[config.mk]
export PLATFORM = sky130hd
export DESIGN_NAME = spi_fifo_regs
export DESIGN_NICKNAME = d
export VERILOG_FILES = /design/src/rtl/spi_fifo_pkg.sv /design/src/rtl/spi_word_fifo.sv /design/src/rtl/spi_dma_gate.sv /design/src/rtl/spi_fifo_regs.sv
export SDC_FILE = /design/constraint.sdc
export NUM_CORES = 1
export LEC_CHECK = 0
export ABC_CLOCK_PERIOD_IN_PS = 3340
export BUFFER_PORTS_ARGS = -buffer_cell sky130_fd_sc_hd__buf_2
export CORE_ASPECT_RATIO = 0.8
export CORE_MARGIN = 3
export CORE_UTILIZATION = 59
export CTS_BUF_LIST = sky130_fd_sc_hd__clkbuf_4 sky130_fd_sc_hd__clkbuf_8 sky130_fd_sc_hd__clkbuf_16
export DETAILED_ROUTE_END_ITERATION = 10
export GPL_TIMING_DRIVEN = 0
export PLACE_DENSITY = 0.87
export SYNTH_ARGS = -nofsm -noshare
export SYNTH_HDL_FRONTEND = slang
export SYNTH_SLANG_ARGS = --single-unit
[constraint.sdc]
create_clock -name clk -period 3.34 [get_ports clk]
set_input_delay 0.167 -clock clk [delete_from_list [all_inputs] [get_ports clk]]
set_output_delay 0.167 -clock clk [all_outputs]
set_load 0.02 [all_outputs]
[src/rtl/spi_fifo_pkg.sv]
package spi_fifo_pkg;

  localparam logic [3:0] OFS_CTLA = 4'h0;
  localparam logic [3:0] OFS_DLO  = 4'h2;
  localparam logic [3:0] OFS_DHI  = 4'h4;
  localparam logic [3:0] OFS_ICLR = 4'h6;
  localparam logic [3:0] OFS_CTLB = 4'h8;

  typedef enum logic [1:0] {
    BM_BOTH    = 2'd0,
    BM_RX_DEEP = 2'd1,
    BM_TX_DEEP = 2'd2,
    BM_NONE    = 2'd3
  } buf_mode_e;

  typedef enum logic [1:0] {
    WS_8  = 2'd0,
    WS_16 = 2'd1,
    WS_32 = 2'd2,
    WS_9  = 2'd3
  } word_size_e;

  function automatic logic tx_is_deep(buf_mode_e m);
    return (m == BM_BOTH) || (m == BM_TX_DEEP);
  endfunction

  function automatic logic rx_is_deep(buf_mode_e m);
    return (m == BM_BOTH) || (m == BM_RX_DEEP);
  endfunction

  function automatic logic [31:0] build_word(word_size_e ws, logic [15:0] hi, logic [15:0] lo);
    return (ws == WS_32) ? {hi, lo} : {16'h0000, lo};
  endfunction

endpackage

[src/rtl/spi_word_fifo.sv]
module spi_word_fifo #(
  parameter int W     = 32,
  parameter int DEPTH = 4
) (
  input  logic         clk,
  input  logic         rst_n,
  input  logic         flush,
  input  logic         single,
  input  logic         overwrite,
  input  logic         push,
  input  logic [W-1:0] wdata,
  input  logic         pop,
  output logic [W-1:0] head,
  output logic         empty,
  output logic         full
);
  localparam int PTR_W = (DEPTH > 1) ? $clog2(DEPTH) : 1;
  localparam int CNT_W = $clog2(DEPTH + 1);

  logic [W-1:0]     mem_q [DEPTH];
  logic [PTR_W-1:0] rd_ptr_q, wr_ptr_q;
  logic [CNT_W-1:0] count_q;
  logic [CNT_W-1:0] cap;
  logic             do_pop, do_push, drop_old, advance_rd;

  function automatic logic [PTR_W-1:0] bump(logic [PTR_W-1:0] p);
    return (p == PTR_W'(DEPTH - 1)) ? '0 : p + 1'b1;
  endfunction

  assign cap        = single ? CNT_W'(1) : CNT_W'(DEPTH);
  assign empty      = (count_q == '0);
  assign full       = (count_q >= cap);
  assign do_pop     = pop && !empty;
  assign do_push    = push && (!full || do_pop || overwrite);
  assign drop_old   = push && full && overwrite && !do_pop;
  assign advance_rd = do_pop || drop_old;
  assign head       = mem_q[rd_ptr_q];

  always_ff @(posedge clk) begin
    if (do_push && !flush) mem_q[wr_ptr_q] <= wdata;
  end

  always_ff @(posedge clk or negedge rst_n) begin
    if (!rst_n) begin
      rd_ptr_q <= '0;
      wr_ptr_q <= '0;
      count_q  <= '0;
    end else if (flush) begin
      rd_ptr_q <= '0;
      wr_ptr_q <= '0;
      count_q  <= '0;
    end else begin
      if (do_push)    wr_ptr_q <= bump(wr_ptr_q);
      if (advance_rd) rd_ptr_q <= bump(rd_ptr_q);
      case ({do_push, advance_rd})
        2'b10:   count_q <= count_q + 1'b1;
        2'b01:   count_q <= count_q - 1'b1;
        default: count_q <= count_q;
      endcase
    end
  end


  drop_when_full_chk: assert property (@(posedge clk) disable iff (!rst_n)
    (push && full && !overwrite && !pop && !flush) |=> $stable(count_q));

endmodule

[src/rtl/spi_dma_gate.sv]
module spi_dma_gate (
  input  logic clk,
  input  logic rst_n,
  input  logic want,
  input  logic ack,
  input  logic hold_prio,
  output logic req
);
  logic gap_q;

  always_ff @(posedge clk or negedge rst_n) begin
    if (!rst_n) gap_q <= 1'b0;
    else        gap_q <= ack && !hold_prio;
  end

  assign req = want && (hold_prio || !gap_q);


  ack_pause_chk: assert property (@(posedge clk) disable iff (!rst_n)
    (ack && !hold_prio) |=> !req);

endmodule

[src/rtl/spi_fifo_regs.sv]
module spi_fifo_regs
  import spi_fifo_pkg::*;
#(
  parameter int REG_W = 16,
  parameter int DEPTH = 4
) (
  input  logic               clk,
  input  logic               rst_n,
  input  logic               bus_wr,
  input  logic               bus_rd,
  input  logic [3:0]         bus_addr,
  input  logic [REG_W-1:0]   bus_wdata,
  output logic [REG_W-1:0]   bus_rdata,
  output logic               irq,
  output logic               dma_tx_req,
  input  logic               dma_tx_ack,
  output logic               dma_rx_req,
  input  logic               dma_rx_ack,
  output logic               eng_tx_valid,
  input  logic               eng_tx_ready,
  output logic [2*REG_W-1:0] eng_tx_data,
  input  logic               eng_rx_valid,
  input  logic [2*REG_W-1:0] eng_rx_data,
  output logic [1:0]         eng_word_size,
  output logic [7:0]         eng_opts
);
  localparam int DW      = 2 * REG_W;
  localparam int NUM_DMA = 2;

  logic          en_q, mask_q, prio_q, int_q;
  word_size_e    word_q;
  buf_mode_e     mode_q;
  logic [7:0]    opts_q;
  logic [REG_W-1:0] hi_stage_q;
  logic [DW-1:0] last_rd_q;

  // named internal events
  logic wr_ctla, wr_ctlb, wr_dlo, wr_dhi, wr_iclr, rd_dlo;
  logic tx_push, tx_pop, rx_push, rx_pop, int_set, stall;
  logic tx_empty, tx_full, rx_empty, rx_full;
  logic [DW-1:0] tx_head, rx_head;
  logic [NUM_DMA-1:0] dma_want, dma_ack, dma_req;

  assign wr_ctla = bus_wr && (bus_addr == OFS_CTLA);
  assign wr_ctlb = bus_wr && (bus_addr == OFS_CTLB);
  assign wr_dlo  = bus_wr && (bus_addr == OFS_DLO);
  assign wr_dhi  = bus_wr && (bus_addr == OFS_DHI);
  assign wr_iclr = bus_wr && (bus_addr == OFS_ICLR);
  assign rd_dlo  = bus_rd && (bus_addr == OFS_DLO);

  assign tx_push      = wr_dlo && en_q;
  assign rx_push      = eng_rx_valid && en_q;
  assign rx_pop       = rd_dlo;
  assign int_set      = rx_push;
  assign stall        = rx_is_deep(mode_q) && rx_full;
  assign eng_tx_valid = en_q && !tx_empty && !stall;
  assign tx_pop       = eng_tx_valid && eng_tx_ready;
  assign eng_tx_data  = tx_head;

  spi_word_fifo #(.W(DW), .DEPTH(DEPTH)) u_tx_fifo (
    .clk(clk), .rst_n(rst_n), .flush(!en_q),
    .single(!tx_is_deep(mode_q)), .overwrite(1'b0),
    .push(tx_push), .wdata(build_word(word_q, hi_stage_q, bus_wdata)),
    .pop(tx_pop), .head(tx_head), .empty(tx_empty), .full(tx_full)
  );

  spi_word_fifo #(.W(DW), .DEPTH(DEPTH)) u_rx_fifo (
    .clk(clk), .rst_n(rst_n), .flush(!en_q),
    .single(!rx_is_deep(mode_q)), .overwrite(!rx_is_deep(mode_q)),
    .push(rx_push), .wdata(eng_rx_data),
    .pop(rx_pop), .head(rx_head), .empty(rx_empty), .full(rx_full)
  );

  always_ff @(posedge clk or negedge rst_n) begin
    if (!rst_n) begin
      en_q       <= 1'b0;
      mask_q     <= 1'b0;
      word_q     <= WS_8;
      opts_q     <= '0;
      mode_q     <= BM_NONE;
      prio_q     <= 1'b0;
      int_q      <= 1'b0;
      hi_stage_q <= '0;
      last_rd_q  <= '0;
    end else begin
      if (wr_ctla) begin
        en_q   <= bus_wdata[0];
        mask_q <= bus_wdata[3];
        if (!en_q) begin
          word_q <= word_size_e'(bus_wdata[2:1]);
          opts_q <= bus_wdata[15:8];
        end
      end
      if (wr_ctlb) begin
        prio_q <= bus_wdata[2];
        if (!en_q) mode_q <= buf_mode_e'(bus_wdata[1:0]);
      end
      if (wr_dhi) hi_stage_q <= bus_wdata;
      if (rx_pop && !rx_empty) last_rd_q <= rx_head;
      if (!en_q)        int_q <= 1'b0;
      else if (int_set) int_q <= 1'b1;
      else if (wr_iclr) int_q <= 1'b0;
    end
  end

  always_comb begin
    case (bus_addr)
      OFS_CTLA: bus_rdata = {opts_q, 2'b00, tx_full, int_q, mask_q, word_q, en_q};
      OFS_DLO:  bus_rdata = rx_empty ? last_rd_q[REG_W-1:0] : rx_head[REG_W-1:0];
      OFS_DHI:  bus_rdata = last_rd_q[DW-1:REG_W];
      OFS_CTLB: bus_rdata = {{(REG_W-4){1'b0}}, eng_tx_valid, prio_q, mode_q};
      default:  bus_rdata = '0;
    endcase
  end

  assign dma_want = {en_q && !rx_empty, en_q && !tx_full};
  assign dma_ack  = {dma_rx_ack, dma_tx_ack};

  for (genvar gi = 0; gi < NUM_DMA; gi++) begin : g_dma
    spi_dma_gate u_gate (
      .clk(clk), .rst_n(rst_n), .want(dma_want[gi]), .ack(dma_ack[gi]),
      .hold_prio(prio_q), .req(dma_req[gi])
    );
  end

  assign dma_tx_req    = dma_req[0];
  assign dma_rx_req    = dma_req[1];
  assign irq           = int_q && mask_q;
  assign eng_word_size = word_q;
  assign eng_opts      = opts_q;


  int_set_wins_chk: assert property (@(posedge clk) disable iff (!rst_n)
    int_set |=> int_q);

  int_clear_chk: assert property (@(posedge clk) disable iff (!rst_n)
    (wr_iclr && !int_set) |=> !int_q);

  rx_stall_chk: assert property (@(posedge clk) disable iff (!rst_n)
    (rx_is_deep(mode_q) && rx_full) |-> !eng_tx_valid);

  flush_chk: assert property (@(posedge clk) disable iff (!rst_n)
    !en_q |=> (tx_empty && rx_empty && !int_q));

endmodule

Word-level counts from Yosys, hierarchy flattened
Memories as Yosys holds them, arrays and structs flattened.
Cells that the tools add are included.
Storage, ports and cells
  flip-flop bits (word level): 80
  RAM bits: 256
  bits of input ports: 60
  output and inout port bits: 62
  word-level logic and storage cells: 132
  memories: 2
Operators by class
  add/subtract/negate cells: 8
  magnitude comparators: 2
  eq/ne operators: 22
  multiplexer cells: 28
  bitwise operators: 1
  reduce and logical (&&, ||, !) cells: 52
Memory list
  u_rx_fifo.mem_q: depth 4, bits a word 32, rd ports 1, clocked after memory_dff 0, wr ports 1, RTL line spi_word_fifo.sv:20  | logic [W-1:0] mem_q [DEPTH];
  u_tx_fifo.mem_q: depth 4, bits a word 32, rd ports 1, clocked after memory_dff 0, wr ports 1, RTL line spi_word_fifo.sv:20
Operators with widths (count)
  16-bit one-hot mux with 4 select lines: 1
  32-bit 2-to-1 mux: 1
  1-bit logical AND: 28
  2-bit 2-to-1 mux: 12
  2-bit equality test, second input constant: 8
  16-bit 2-to-1 mux: 1
  3-bit 2-to-1 mux: 4
  3-bit one-hot mux with 2 select lines: 2
  1-bit logical NOT: 10
  3-bit by 1-bit != test with 1-bit output, second input constant: 3
  2-bit by 1-bit adder with 2-bit output, second input constant: 4
  4-bit by 3-bit equality test with 1-bit output, second input constant: 2
  1-bit logical OR: 8
  2-bit by 1-bit != test with 1-bit output, second input constant: 4
  1-bit 2-to-1 mux: 7
  3-bit by 1-bit adder with 3-bit output, second input constant: 2
  2-bit by 1-bit equality test with 1-bit output, second input constant: 3
  3-bit greater-or-equal comparator: 2
  3-bit logical NOT: 2
  3-bit by 1-bit subtractor with 3-bit output, second input constant: 2
  4-bit by 2-bit equality test with 1-bit output, second input constant: 1
  4-bit equality test, second input constant: 1
  4-bit logical NOT: 1
  2-bit AND reduction: 2
  other kinds (2): 2

Longest topological paths before layout
Gate-level depths: netlist of run 1.
  depth in word-level cells: 14
  gate-level depth with buffers: 10
  mapped depth without buffers: 10

Modules after synthesis
Synthesis of run 1 repeated with hierarchy kept, for this count alone.
Unflattened totals
  cell total of the unflattened synthesis: 712
  area total of the unflattened synthesis: 13668.1 sq um
Modules (own cells, without submodules)
  spi_word_fifo (u_tx_fifo): instances 1, cells an instance 234, area an instance 5193.7 sq um, sequential area each 4018.9 sq um
  spi_word_fifo (u_rx_fifo): instances 1, cells an instance 230, area an instance 5191.2 sq um, sequential area each 4018.9 sq um
  spi_fifo_regs: instances 1, cells an instance 240, area an instance 3198.1 sq um, sequential area each 1604.0 sq um
  spi_dma_gate: instances 2, cells an instance 4, area an instance 42.5 sq um, sequential area each 25.0 sq um

Worst setup path after synthesis of run 1
No wires, ideal clock.
  kind: flip-flop to flip-flop
  start: register mode_q[1]
  end: memory u_tx_fifo.mem_q[3][0], enable pin
  setup time: 0.392 ns
  arrival: 2.677 ns
  data required time: 2.948 ns
  setup slack: 0.271 ns
  stages on the path, launching flop included: 6
  buffers on the path: 0
  period minus slack after synthesis: 3.069 ns
  cell sequence: dfstp_2 > ha_1 > nor4b_2 > o21ai_1 > a21oi_1 > and2_1
Between the ends
  cells in the longest elaborated chain, start to end: 14
  elaborated cells on any way between the ends: 20
  classes of those cells: order compare (2); eq/ne (2); mux (4); reduce/logical (12)
Ends and longest elaborated chain
  start, declared: RTL line spi_fifo_regs.sv:32  | buf_mode_e mode_q;
  start signal, assigned: RTL line spi_fifo_regs.sv:96  | if (!en_q) mode_q <= buf_mode_e'(bus_wdata[1:0]);
  2-bit by 1-bit equality test with 1-bit output or 2-bit logical NOT (tied branches): RTL line spi_fifo_pkg.sv:28, spi_fifo_pkg.sv:24
  1-bit logical OR: RTL line spi_fifo_pkg.sv:28  | return (m == BM_BOTH) || (m == BM_RX_DEEP);
  3-bit 2-to-1 mux: RTL line spi_word_fifo.sv:30  | assign cap = single ? CNT_W'(1) : CNT_W'(DEPTH);
  3-bit greater-or-equal comparator: RTL line spi_word_fifo.sv:32  | assign full = (count_q >= cap);
  1-bit logical AND: RTL line spi_fifo_regs.sv:55  | assign stall = rx_is_deep(mode_q) && rx_full;
  1-bit logical NOT: RTL line spi_fifo_regs.sv:56  | assign eng_tx_valid = en_q && !tx_empty && !stall;
  1-bit logical AND: RTL line spi_fifo_regs.sv:56
  1-bit logical AND: RTL line spi_fifo_regs.sv:57  | assign tx_pop = eng_tx_valid && eng_tx_ready;
  1-bit logical AND: RTL line spi_word_fifo.sv:33  | assign do_pop = pop && !empty;
  1-bit logical OR *: RTL line spi_word_fifo.sv:34  | assign do_push = push && (!full || do_pop || overwrite);
  1-bit logical AND *: RTL line spi_word_fifo.sv:34
  1-bit logical AND *: RTL line spi_word_fifo.sv:40  | if (do_push && !flush) mem_q[wr_ptr_q] <= wdata;
  1-bit 2-to-1 mux *: RTL line spi_word_fifo.sv:40
  1-bit 2-to-1 mux (not written as such) *: RTL line spi_word_fifo.sv:40
  end, declared: RTL line spi_word_fifo.sv:20
Every way passes the cells marked *; elsewhere a longest branch is shown, timed or not.

Worst setup path in the final report of run 1
  start: register u_rx_fifo.count_q[2]
  end: output port bus_rdata[2]
Between the ends
  cells in the longest elaborated chain, start to end: 3
Ends and longest elaborated chain
  start, declared: RTL line spi_word_fifo.sv:22  | logic [CNT_W-1:0] count_q;
  start signal, assigned: RTL line spi_word_fifo.sv:56  | 2'b10: count_q <= count_q + 1'b1;
  start signal, assigned: RTL line spi_word_fifo.sv:57  | 2'b01: count_q <= count_q - 1'b1;
  start signal, assigned: RTL line spi_word_fifo.sv:58  | default: count_q <= count_q;
  3-bit logical NOT: RTL line spi_word_fifo.sv:31  | assign empty = (count_q == '0);
  16-bit 2-to-1 mux: RTL line spi_fifo_regs.sv:109  | OFS_DLO: bus_rdata = rx_empty ? last_rd_q[REG_W-1:0] : rx_head[REG_W-1:0];
  16-bit one-hot mux with 4 select lines: RTL line spi_fifo_regs.sv:107  | case (bus_addr)
  end, declared: RTL line spi_fifo_regs.sv:13  | output logic [REG_W-1:0] bus_rdata,
No other way between the ends.

==> key figures, run 1 <==
Run status
  – Status: finished clean

Drt
  – Iter 0 DRT Violations: just under 900
  – DRC: 0
  – Antenna viol nets, final: 0
  – DR vias/cell: approximately 6.0
  – DR vias: 7781
  – Final wirelength: 30300 um
  – Per-cell routed wire length: between 20 and 25 um
  – Drt first pass iters: 6

Clock network
  – # H-tree levels: 1
  – Clock latency at the later pin of the worst-skew pair: roughly 0.55 ns
  – Sink Count: roughly 340
  – Total CTS buffers: 31
  – Root buf cell: clkbuf_16
  – Clk slew on worst S/H paths: 0.06 ns
  – CTS max path bufs: 3
  – CTS tree: yes
  – Post-CTS setup buffer count: 0

Cells and area
  – Multi-input gate area: around 3500 um2
  – Non-Filler Instances: approximately 1300
  – Fill cells: 1224
  – Layout cells sized above 1: a little under a third
  – Core Util, Final: about three quarters
  – Area grow syn2layout: 19.6%
  – Final net count: 1039
  – Seq. cell area: 9690 um2

Synthesis
  – Post-synthesis async set-or-reset flop share: 23.8%
  – Ys Warns: 0
  – Yosys top cell area share: ~57%
  – Primary FF master, synth: edfxtp_1
  – Seq cells post-synth: 336
  – Mean Syn Cell Area: 17.7 um2
  – Mapped Nets: 833
  – Synth top area cells: edfxtp_1 57%, dfrtp_1 15%, mux4_2 11%, nand2_1 3.3%, mux2_2 2.7%
  – Seq/Total Area, Yosys: roughly 72%
  – Most common cell in the netlist: edfxtp_1
  – Synth Instances: ~760
  – Most frequent cells after synthesis: 256 x edfxtp_1, 118 x nand2_1, 78 x dfrtp_1
  – Netlist Area Pre-Place: around 13000 um2
  – Distinct cells, synth: 46
  – Post-synth EDFFs: around 260
  – Leading area contributor after synthesis: edfxtp_1

Timing
  – Setup violators final: 0
  – Final Skew: approximately 0.020 ns
  – Final hold viol count: 0
  – Hold WS: around 0.033 ns
  – Period utilization: between 90% and 100%
  – Slew Limit Fails: 0
  – Rel. slew slack: 29.4%
  – Slew @ Worst Pin: about 1.0 ns
  – Max Fclk: 0.313 GHz
  – RSZ-0062 raised after global routing: false
  – Period minus WS final: roughly 3.2 ns

Worst setup path
  – Worst-path maximum fanout: 10
  – Crit path launch type: register
  – Critical path destination: bus_rdata[2]
  – CP Class: register to output pin
  – CP dominant cell by count: buf_2
  – CP Launch Point: u_rx_fifo.count_q[2]
  – CP Data Arrival Time: 3.02 ns
  – Critical Path, Cell by Cell: nor3_1, buf_2, buf_1, mux2i_1, o21ai_0, buf_2
  – Required @ worst endpoint: approximately 3.2 ns
  – R2R Setup Slk: approximately 0.24 ns
  – Max incr delay on CP: between 0.6 and 0.7 ns
  – Reg-to-reg endpoint: u_tx_fifo.count_q[2]
  – Critical Path Sink Type: output pin
  – Worst R2R Path Depth: 9
  – RR Startpoint: mode_q[1]
  – Critical-path top delay cell: buf_1

Floorplanning
  – Core Area: 21900 um2
  – Die Wd: 175 um
  – Die boundary height: around 140 um
  – Row count: 48
  – Die area: about 25000 um2
  – Num ports: roughly 120
  – Initial Util: approximately 61%

Placement
  – # port buffers: 120
  – Placed Instances: approximately 1200
  – GP Congestion: between 0.9 and 1
  – Post-DP HPWL: between 15000 and 20000 um

Global route
  – Overflow after GRT: 0
  – First-pass GRT wire length: 46900 um
  – Largest net degree at the start of global routing: 70
  – Total GRT Usage: 25.0%
  – Initial antenna violation count: 2
  – Number of global-route vias before repair: between 8000 and 9000

Power
  – Tot Pwr: approximately 9600 uW
  – P_leak: around 0.0061 uW
  – Peak supply drop: about 560 uV
  – Pwr Density: 600 nW/um2

Run
  – Max cap viols: 0

Min path
  – Hold Path Class: input pin to asynchronous set/reset pin
[final cells by class]
cell class              count  share of cell area (%)
repair buffers            173                    7.18
clock inverters            11                   0.843
flip-flops and latches    336                    60.5
diodes                      1                  0.0156
inverters                  10                   0.234
plain buffers              36                   0.952
well taps                 300                    2.34
multi-input cells         375                    22.1
clock buffers              47                    5.82
[layer usage]
| layer | vias up | wire length (um) | global-route usage, % |
|---|---|---|---|
| li1 | 3317 | - | - |
| met5 | - | 13 | 0 |
| met4 | 2 | 1120 | 9.06 |
| met1 | 3940 | 11600 | 34.1 |
| met3 | 89 | 2520 | 5.41 |
| met2 | 433 | 15000 | 40.7 |
[through the flow]
step | cell area (um2) | setup WS (ns) | TNS [ns]
global route | 16000 | 0.0376 | 0
floorplan | 13400 | 0.271 | 0
detailed placement | 14400 | -0.0319 | -1.10
CTS | 16000 | -0.123 | -10.35
finish | 16000 | 0.149 | 0
global placement | 14400 | -0.563 | -92.31
[worst max-delay path, delay by kind of cell (launching register included)]
family,cells,cell delay [ns]
multiplexers,1,0.27
flip-flops,1,0.42
buffers and inverters,3,1.22
AND/OR/NAND/NOR,1,0.20
AO/OA/AOI/OAI,1,0.37
[flip-flops by register name (all words and copies together), names as in the netlist]
signal	cells
u_rx_fifo.count_q	3
u_tx_fifo.count_q	3
u_rx_fifo.mem_q	128
eng_opts	8
hi_stage_q	16
mask_q	1
prio_q	1
u_rx_fifo.wr_ptr_q	2
last_rd_q	32
u_tx_fifo.rd_ptr_q	2
u_tx_fifo.wr_ptr_q	2
eng_word_size	2
int_q	1
u_rx_fifo.rd_ptr_q	2
mode_q	2
u_tx_fifo.mem_q	128
g_dma.u_gate.gap_q	2
en_q	1
[power by group]
| group | internal (uW) | total, uW | switching [uW] |
|---|---|---|---|
| combinational | 416 | 1020 | 604 |
| sequential | 4810 | 4990 | 178 |
| clock | 2160 | 3610 | 1450 |
[worst min path at each step]
| stage | startpoint | end | depth (start not counted) |
|---|---|---|---|
| 6_report | rst_n | hi_stage_q[6] | 2 |
| 4_1_cts | rst_n | hi_stage_q[6] | 2 |
| 5_1_grt | rst_n | hi_stage_q[12] | 2 |
| 3_5_place_dp | rst_n | hi_stage_q[6] | 1 |
| 3_3_place_gp | eng_rx_data[13] | u_rx_fifo.mem_q[3][13] | 1 |
| 2_1_floorplan | rst_n | en_q | 0 |
[placed cells by master (no fill, tap or decap), types with 3 or more instances in the layout]
cell	netlist	final
bufinv_16	0	3
dfrtp_1	78	78
a21oi_1	6	5
nand2_1	118	118
clkbuf_4	0	11
mux4_2	64	64
mux2_2	32	32
clkinv_1	1	3
nor2b_1	7	7
or2_2	3	3
a22oi_1	9	9
nor3_1	7	7
buf_1	4	4
or3_1	3	3
nor2_1	8	8
edfxtp_1	256	256
a222oi_1	3	3
clkbuf_16	0	31
nand3_1	3	3
clkinv_2	0	4
and2_2	0	4
clkbuf_1	25	25
buf_2	6	124
mux2i_1	30	30
and2_1	26	18
and2_4	0	4
clkbuf_8	0	6
inv_1	9	9
dlygate4sd3_1	0	52
ha_1	14	14
o21ai_0	17	17
[logic make-up after synthesis]
group / Yosys count / share of synthesized area [%]
flip-flops: 336 / 72.3
AO/OA/AOI/OAI: 46 / 2.36
adder cells (fa/ha/maj): 16 / 1.61
multiplexers: 127 / 15.8
AND/OR/NAND/NOR: 186 / 6.48
buffers and inverters: 46 / 1.40
[timing repair]
item,in CTS,in global routing
hold buffers,52,0
gates resized for setup,1,6
endpoints found under the hold margin,303,0
endpoints found under the setup margin,128,130
No activity file was read; power rests on OpenSTA's default activity.
==> run 2: changes to the inputs <==
PLACE_DENSITY = not set   (was 0.87)
PLACE_DENSITY_LB_ADDON = 0.15   (was not set)
SYNTH_HIERARCHICAL = 1   (was not set)
==> key figures, run 2 <==
Floorplanning
  – Num ports: about 120
  – Die Wd: between 150 and 200 um
  – Die area: approximately 25000 um2
  – Initial Util: 60.4%
  – Row count: 49
  – Core Area: approximately 23000 um2
  – Die boundary height: roughly 140 um

Global route
  – Initial antenna violation count: 1
  – Total GRT Usage: 24.9%
  – Overflow after GRT: 0
  – Number of global-route vias before repair: around 8000
  – Largest net degree at the start of global routing: 55
  – First-pass GRT wire length: 46700 um

Drt
  – DR vias: about 7700
  – Iter 0 DRT Violations: roughly 780
  – Wl on met1: around 13000 um
  – Final wirelength: ~31000 um
  – Met3 routed WL: ~2100 um
  – DR vias/cell: 5.93
  – Antenna viol nets, final: 0
  – Drt first pass iters: 5
  – Metal2 WL: ~15000 um
  – Per-cell routed wire length: around 24 um
  – Uppermost layer routed: met4
  – DRC: 0

Worst setup path
  – Critical Path Sink Type: register
  – RR Startpoint: mode_q[1]
  – Reg-to-reg endpoint: u_tx_fifo/mem_q[1][12]
  – R2R Setup Slk: about 0.027 ns
  – CP Class: register to register
  – Crit path launch type: register
  – Worst R2R Path Depth: 12
  – Required @ worst endpoint: about 3.6 ns
  – CP Data Arrival Time: ~3.5 ns
  – Worst-path maximum fanout: 8

Placement
  – # port buffers: 121
  – Area after DPL: approximately 15000 um2
  – GP Congestion: around 0.9
  – Worst slack, placed: -0.635 ns
  – Placed Instances: about 1100
  – Post-DP HPWL: 19100 um

Clock network
  – CTS max path bufs: 3
  – Total CTS buffers: 34
  – Clk slew on worst S/H paths: ~0.060 ns
  – Root buf cell: clkbuf_16
  – CTS tree: yes
  – Clock latency at the later pin of the worst-skew pair: 0.51 ns
  – # H-tree levels: 2
  – Sink Count: ~340

Cells and area
  – Core Util, Final: approximately 75%
  – Fill cells: ~1300
  – Most common cell after layout, fill and taps aside: edfxtp_1
  – Final net count: 1035
  – Most frequent cells in the layout: 256 x edfxtp_1, 130 x buf_2, 78 x dfrtp_1
  – Non-Filler Instances: about 1300
  – Design area: around 17000 um2
  – Biggest regs: u_rx_fifo/mem_q (128), u_tx_fifo/mem_q (128), last_rd_q (32)
  – Layout cells sized above 1: 39.6%
  – Area grow syn2layout: 24.2%

Timing
  – Period minus WS final: approximately 3.3 ns
  – Slew Limit Fails: 0
  – Final Skew: ~0.011 ns
  – Setup violators final: 0
  – Slew @ Worst Pin: between 0.9 and 1 ns
  – Final worst slack: ~0.027 ns
  – Fin Setup TNS: 0 ns
  – Final hold viol count: 0
  – Rel. slew slack: between 30% and 40%
  – Max Fclk: a little over 0.3 GHz
  – Period utilization: between 90 and 100%

Run status
  – Status: finished clean

Synthesis
  – Ys Warns: 6
  – Post-synthesis async set-or-reset flop share: a little under a quarter
  – Most common cell in the netlist: edfxtp_1
  – Synth top area cells: edfxtp_1 56%, dfrtp_1 14%, mux4_2 11%, mux2_4 3.4%, mux2_2 2.8%
  – Yosys top cell area share: between 50 and 60%
  – Seq/Total Area, Yosys: 70.9%
  – Post-synth EDFFs: ~260
  – Synth Instances: 712
  – Seq cells post-synth: ~340
  – Netlist Area Pre-Place: about 14000 um2
  – Primary FF master, synth: edfxtp_1
  – Mean Syn Cell Area: between 15 and 20 um2
  – Most frequent cells after synthesis: 256 x edfxtp_1, 78 x dfrtp_1, 64 x mux4_2
  – Distinct cells, synth: 52
  – Leading area contributor after synthesis: edfxtp_1

Run
  – Max cap viols: 0

Min path
  – Hold Path Class: input pin to register
  – Worst hold start: bus_wr
  – WHS Path Cells: 3
  – WHS Endpoint: prio_q

Power
  – Pwr Density: 561 nW/um2
  – Peak supply drop: 541 uV
  – P_leak: approximately 0.0065 uW
[run 2: cells by family after synthesis]
kind of cell,after synthesis,share of synthesized area [%]
other,1,0.0274
AO/OA/AOI/OAI,56,3.28
buffers and inverters,56,2.04
XOR/XNOR,1,0.0641
flip-flops,336,70.9
AND/OR/NAND/NOR,95,3.76
adder cells (fa/ha/maj),15,1.48
multiplexers,152,18.4
[run 2: metal layers]
layer | track usage (%) | up-vias
met5 | 0 | -
met4 | 7.29 | 0
met3 | 4.43 | 55
met2 | 40.2 | 322
met1 | 35.9 | 3970
li1 | - | 3322
[run 2: worst max path at each step]
| stage | from | to | slack (ns) | cells after the start |
|---|---|---|---|---|
| final | mode_q[1] | u_tx_fifo/mem_q[1][12] | 0.03 | 12 |
| after global routing | mode_q[1] | u_tx_fifo/mem_q[1][28] | -0.04 | 12 |
| after CTS | mode_q[1] | u_tx_fifo/count_q[2] | 0.03 | 13 |
| after detailed placement | mode_q[1] | u_tx_fifo/mem_q[0][7] | -0.63 | 10 |
| after global placement | bus_addr[0] | u_rx_fifo/mem_q[0][5] | -1.46 | 8 |
| after floorplan | mode_q[1] | u_tx_fifo/mem_q[0][0] | 0.006 | 10 |
[run 2: through the flow]
stage	hold WS, ns	total power (uW)
2_1_floorplan	-0.129	5360
3_3_place_gp	0.375	5640
3_5_place_dp	0.126	5700
4_1_cts	0.0370	9550
5_1_grt	0.0802	9840
6_report	0.0712	9530
[run 2: critical path, stage by stage, from the launching register on]
cell	delay (ns)
dfstp_2	0.57
buf_8	0.13
ha_4	0.20
nor4b_4	0.35
or2_4	0.21
inv_2	0.04
a211oi_4	0.33
and2_4	0.23
o31a_1	0.22
o311ai_4	0.13
buf_12	0.21
nor2_4	0.20
clkbuf_16	0.21
[run 2: repair_timing]
item | 4_1_cts | 5_1_grt
setup buffers | 17 | 10
hold endpoints to repair | 261 | 0
hold buffers | 51 | 0
gates cloned | 4 | 1
gates resized for setup | 4 | 5
pin swaps | 10 | 6
endpoints found under the setup margin | 129 | 137
[run 2: report_power, final]
group / internal [uW] / total (uW) / switching [uW]
Clock: 2310 / 3810 / 1510
Sequential: 4690 / 4820 / 129
Combinational: 415 / 898 / 483
[run 2: final cells by class]
type	count	area [um2]	area share (%)
inverter	24	90.1	0.531
antenna	1	2.50	0.0147
clock inverter	15	121	0.715
clock buffer	47	1030	6.04
buffer	32	201	1.19
multi-input combinational	327	3870	22.8
timing repair buffer	205	1600	9.40
tap	306	383	2.25
sequential	336	9690	57.1
